**config.mk**
```make
export PLATFORM = sky130hd
export DESIGN_NAME = nonpcm_sync_detect
export DESIGN_NICKNAME = d
export VERILOG_FILES = /design/src/rtl/nonpcm_sync_detect.sv
export SDC_FILE = /design/constraint.sdc
export NUM_CORES = 1
export LEC_CHECK = 0
export BUFFER_PORTS_ARGS = -buffer_cell sky130_fd_sc_hd__buf_4
export CAP_MARGIN = 40
export CORE_UTILIZATION = 47
export DETAILED_ROUTE_END_ITERATION = 8
export PLACE_DENSITY = 0.8
export SLEW_MARGIN = 0
export SYNTH_ARGS = -nofsm -noshare
export SYNTH_HDL_FRONTEND = slang
export SYNTH_SLANG_ARGS = --single-unit
```
**constraint.sdc**
```tcl
create_clock -name clk -period 2.4 [get_ports clk]
set_clock_uncertainty 0.2 [all_clocks]
set_input_delay 0.36 -clock clk [delete_from_list [all_inputs] [get_ports clk]]
set_output_delay 0.36 -clock clk [all_outputs]
set_load 0.005 [all_outputs]
```
**src/rtl/nonpcm_sync_detect.sv**
```systemverilog
module nonpcm_sync_detect #(
  parameter int TIMEOUT_FRAMES = 4096
) (
  input  logic        clk,
  input  logic        rst,
  input  logic        word_valid,
  input  logic [15:0] word_in,
  input  logic        frame_start,
  input  logic        cs_nonaudio_bit,
  output logic        detect_flag,
  output logic        nonaudio_out
);
  localparam int CNT_W = $clog2(TIMEOUT_FRAMES + 1);

  logic [2:0]       idx;
  logic [CNT_W-1:0] cnt;

  function automatic logic [15:0] want(input logic [2:0] i);
    case (i)
      3'd4:    want = 16'hF872;
      3'd5:    want = 16'h4E1F;
      default: want = 16'h0000;
    endcase
  endfunction

  wire hit  = word_valid && (word_in == want(idx));
  wire full = hit && (idx == 3'd5);

  always_ff @(posedge clk) begin
    if (rst)
      idx <= 3'd0;
    else if (word_valid) begin
      if (full)
        idx <= 3'd0;
      else if (hit)
        idx <= idx + 3'd1;
      else if (word_in == 16'h0000)
        idx <= (idx == 3'd4) ? 3'd4 : 3'd1;
      else
        idx <= 3'd0;
    end
  end

  always_ff @(posedge clk) begin
    if (rst)
      cnt <= '0;
    else if (full)
      cnt <= CNT_W'(TIMEOUT_FRAMES);
    else if (frame_start && cnt != '0)
      cnt <= cnt - 1'b1;
  end

  assign detect_flag  = (cnt != '0);
  assign nonaudio_out = detect_flag | cs_nonaudio_bit;
endmodule


```
==> Yosys cells after proc, flatten, opt, wreduce, memory -nomap -nowiden <==
Index checks and enable logic that the tools add are counted.
{ "totals": {"latchBits": 0, "ramBits": 0, "n_memories": 0, "out_inout_bits": 2, "elab_cells": 23, "register_bits": 16, "rom_bits": 0} }
{ "classes": {"add_sub_neg": 2, "muxes": 7, "n_eq_ne": 3, "n_shift": 0, "magnitude_cmp": 0, "reduce_logical": 7, "n_div": 0, "n_mul": 0, "bitwise": 1} }
{ "op_table": {"columns": ["cell", "n"], "rows": [
  ["16-bit case mux with 2 select lines", 1],
  ["13-bit 2-to-1 mux", 2],
  ["16-bit == test", 1],
  ["16-bit zero test", 1],
  ["13-bit nonzero test", 1],
  ["13-bit by 1-bit subtractor with 13-bit output, second input constant", 1],
  ["3-bit 2-to-1 mux", 4],
  ["3-bit == test, second input constant", 2],
  ["3-bit by 1-bit adder with 3-bit output, second input constant", 1],
  ["1-bit logical AND", 3],
  ["2-bit nonzero test", 1],
  ["2-bit OR reduction", 1],
  ["1-bit OR", 1]
]} }

==> Depth between registers and ports, before layout <==
{ "depth": {"depth_word": 6, "ltp_mapped": 8, "ltp_nobuf": 7} }

==> Worst setup path before layout <==
OpenSTA, ideal clock, no wires.
{ "synth_path": {"path_type": "register to output", "from": "register cnt[2]", "to": "output nonaudio_out", "path_buffers": 1, "slack_ns": 0.033, "arrival_time_ns": 1.807, "path_stages_with_launch": 5, "t_required_ns": 1.840, "cell_sequence": "dfxtp_1 or4_4 or4b_4 buf_6 or2_2"} }
{ "synth_via": {"elab_chain_cells": 2} }
{ "synth_lines": {"columns": ["item", "line", "rtl"], "rows": [
  ["from (decl)", "16", "logic [CNT_W-1:0] cnt;"],
  ["from (signal assigned)", "48", "cnt <= CNT_W'(TIMEOUT_FRAMES);"],
  ["from (signal assigned)", "50", "cnt <= cnt - 1'b1;"],
  ["13-bit nonzero test", "53", "assign detect_flag = (cnt != '0);"],
  ["net detect_flag", "10", "output logic detect_flag,"],
  ["1-bit OR", "54", "assign nonaudio_out = detect_flag | cs_nonaudio_bit;"],
  ["to (decl)", "11", "output logic nonaudio_out"]
]} }
The timed path passes the listed nets, and every way through them passes these cells.

==> Final worst setup path <==
{ "layout_path": {"from": "register cnt[2]", "to": "output nonaudio_out"} }
{ "layout_via": {"elab_chain_cells": 2} }
{ "layout_lines": {"columns": ["item", "line"], "rows": [
  ["13-bit nonzero test", "53"],
  ["1-bit OR", "54"]
]} }
No other way between the ends.

==> flow_summary.ini <==
[status]
status = finished, violations left
violations = negative setup slack

[logic_synthesis]
syn-num-nets = 153
synth-compound-area-share_pct = 14.4
muxShareOfSynthArea_pct = 2.91
synth_top_family_by_area = simple AND/OR/NAND/NOR gates
synthSimpleGateAreaFrac_pct = 36.7
syn-cell-area_um2 = 1030
syn_inst = 128
ys_seq_area_share_pct = 31.1
synth_cell_types = 43
synth_ff_type = dfxtp_1
synth_warnings = 0
synthTopCellsByArea = dfxtp_1 31%, nor2_1 6.9%, ha_1 4.9%
synth-xor-area-share_pct = 5.95
synth_top_area_share_pct = 31.1
synth_top_cell_by_area = dfxtp_1
synth_seq_cells = 16
synth_adder_area_share_pct = 4.85
synth_edf_count = 0
synthArstFlopShare_pct = 0
syn_avg_cell_area_um2 = 8.05

[routing]
wl_per_cell_um = 13.8
dr_wl_met2_um = 1230
first_pass_iters = 4
drt-met1-wl_um = 1210
viasPerCell = 5.61
drcViolationCount = 0
routed_wirelength_um = 2610
num_vias = 1061
met3_length_um = 126
top_layer = met4
drt_iter0_drc = 33
ant_nets = 0

[placement]
portBuffers = 22
hpwlAfterDp_um = 1850
place_congestion = 0.790
place_ws_ns = 0.0534
place_area_um2 = 1280
dp_cells = 184

[setup_path]
startpoint_type = register
crit_chain = or4_4, or4b_4, or2_4, buf_6
path_delay_family = simple AND/OR/NAND/NOR gates
cp_slowest_cell = or4_4
rr_startpoint = cnt[2]$_SDFFE_PP0P_
crit_buf_inv = 1
critPathCaptureType = output port
ff2ff_path_depth = 6
path_class = reg2out
critical_path.max_stage_delay_ns = 0.53
rrSetupSlack_ns = 0.20
cp.arrival_ns = 2.04
r2r_end = cnt[3]$_SDFFE_PP0P_
crit_required_ns = 1.84
crit_fanout = 2

[floorplanning]
die_y_um = 48.8
die_w_um = 48.8
start_util_pct = 51.5
rows = 16
dieArea_um2 = 2380
io_pins = 23
core_area_um2 = 2000

[min_path]
hold_depth = 2
hold_path.class = in2reg
worstHoldStart = rst
holdPathEnd = cnt[12]$_SDFFE_PP0P_

[layout]
drive_above_1_share_pct = 32.1
multiInputGateArea_um2 = 679
layoutNonFillerInstCount = 189
postLayoutCellArea_um2 = 1350
n_antenna_cell = 0
area_delta_synth_final_pct = 30.8
seq_area_um2 = 329
post-route-util_pct = 67.4
final_nets = 188
layout_common_cells = 32 x buf_4, 19 x nor2_1, 11 x dfxtp_1
final.fill_count = 170
mostFrequentLayoutCell = buf_4

[clock_network]
cts_tree = yes
htreeDepth = 1
cts-root-buf = clkbuf_4
clock-sinks = 16
clock_path_buffers = 2
path_clk_slew_ns = 0.10
clk_latency_ns = 0.30
cts_buffers = 3
postCtsHoldBufs = 0

[job]
drv_cap = 0

[global_routing]
grt_pass1_vias = 1032
grt_pass1_wl_um = 4360
grt-ovfl-total = 0
antenna_found_initial = 0
grt_usage_pct = 23.8
grt_max_degree = 13

[sta]
post-route-min-period_ns = 2.60
timing.final.crit_share_pct = 108
fmax_mhz = 385
slew_violations = 0
hold_viol_final = 0
setup_viol = 2
rsz0062_at_grt = true
slew_headroom_pct = 56.1
layout_setup_ws_ns = -0.197
worst_pin_slew_ns = 0.642
holdWs_ns = 0.0603

[power_and_ir_drop]
p_leak_uw = 0.000545
ir_drop_uv = 1220
p_per_area_nw_per_um2 = 1330
where the power goes:
| group | leakage [µW] | internal (µW) | switching (µW) |
|---|---|---|---|
| clock network | 0.0000210 | 92.6 | 92.3 |
| logic | 0.000391 | 619 | 543 |
| registers | 0.000133 | 367 | 81.2 |
| total | 0.000545 | 1080 | 716 |
cell type report:
| type | instances | area share, % |
|---|---|---|
| multi-input combinational | 104 | 50.4 |
| sequential | 16 | 24.4 |
| timing repair buffer | 33 | 18.6 |
| clock buffer | 4 | 2.69 |
| tap | 27 | 2.50 |
| inverter | 5 | 1.39 |
metrics by stage:
| stage | setup TNS (ns) | total power, µW |
|---|---|---|
| 3_3_place_gp | 0 | 1460 |
| 5_1_grt | -0.446 | 1930 |
| 3_5_place_dp | 0 | 1480 |
| 2_1_floorplan | 0 | 1120 |
| 6_report | -0.344 | 1790 |
| 4_1_cts | -0.360 | 1730 |
per-layer routing:
layer	vias to the layer above	GRT usage, %
met5	-	0
met3	4	6.23
li1	537	-
met4	0	13.2
met2	22	38.2
met1	498	28.8
synth_stat cells, types with 2 or more instances:
cell / instances
ha_1: 4
nor3b_1: 4
nand4_1: 3
xnor2_1: 4
or2_2: 2
mux2i_1: 3
nor3_1: 6
nand3b_1: 2
a21oi_1: 8
a31oi_1: 2
or3_1: 2
xor2_1: 3
o21a_1: 2
nor2_1: 19
inv_1: 5
dfxtp_1: 16
nor4_1: 4
nand2_1: 9
nand3_1: 6
worst reg2reg max path: stages (launching register included):
cell and delay, ns:
dfxtp_2 0.33, or4_4 0.53, or4b_4 0.53, buf_4 0.17, nand3b_1 0.10, xor2_1 0.18
nor2_1 0.05
how the worst max path moves through the flow:
stage	end	cells after the start	slack, ns	start
after CTS	nonaudio_out	4	-0.21	cnt[9]$_SDFFE_PP0P_
after detailed placement	nonaudio_out	6	0.05	cnt[0]$_SDFFE_PP0P_
after floorplan	nonaudio_out	4	0.03	cnt[2]$_SDFFE_PP0P_
final	nonaudio_out	4	-0.20	cnt[2]$_SDFFE_PP0P_
after global routing	nonaudio_out	4	-0.25	cnt[3]$_SDFFE_PP0P_
after global placement	nonaudio_out	4	0.08	cnt[8]$_SDFFE_PP0P_
repair_timing:
action,4_1_cts,5_1_grt
endpoints found under the setup margin,2,2
buffers inserted,0,1
pin swaps,2,1
gates resized for setup,9,1
cells by family (layout without fill, tap and decap cells):
| group | after synthesis | after routing |
|---|---|---|
| mux | 3 | 3 |
| compound gates | 22 | 22 |
| simple gates | 68 | 68 |
| xor+xnor | 7 | 7 |
| fa+ha+maj | 4 | 4 |
| buf+inv | 8 | 42 |
| flops | 16 | 16 |
registers in the layout (all words and copies together) (netlist names):
signal / flops
idx: 3
cnt: 13
No activity file was read; power rests on OpenSTA's default activity.
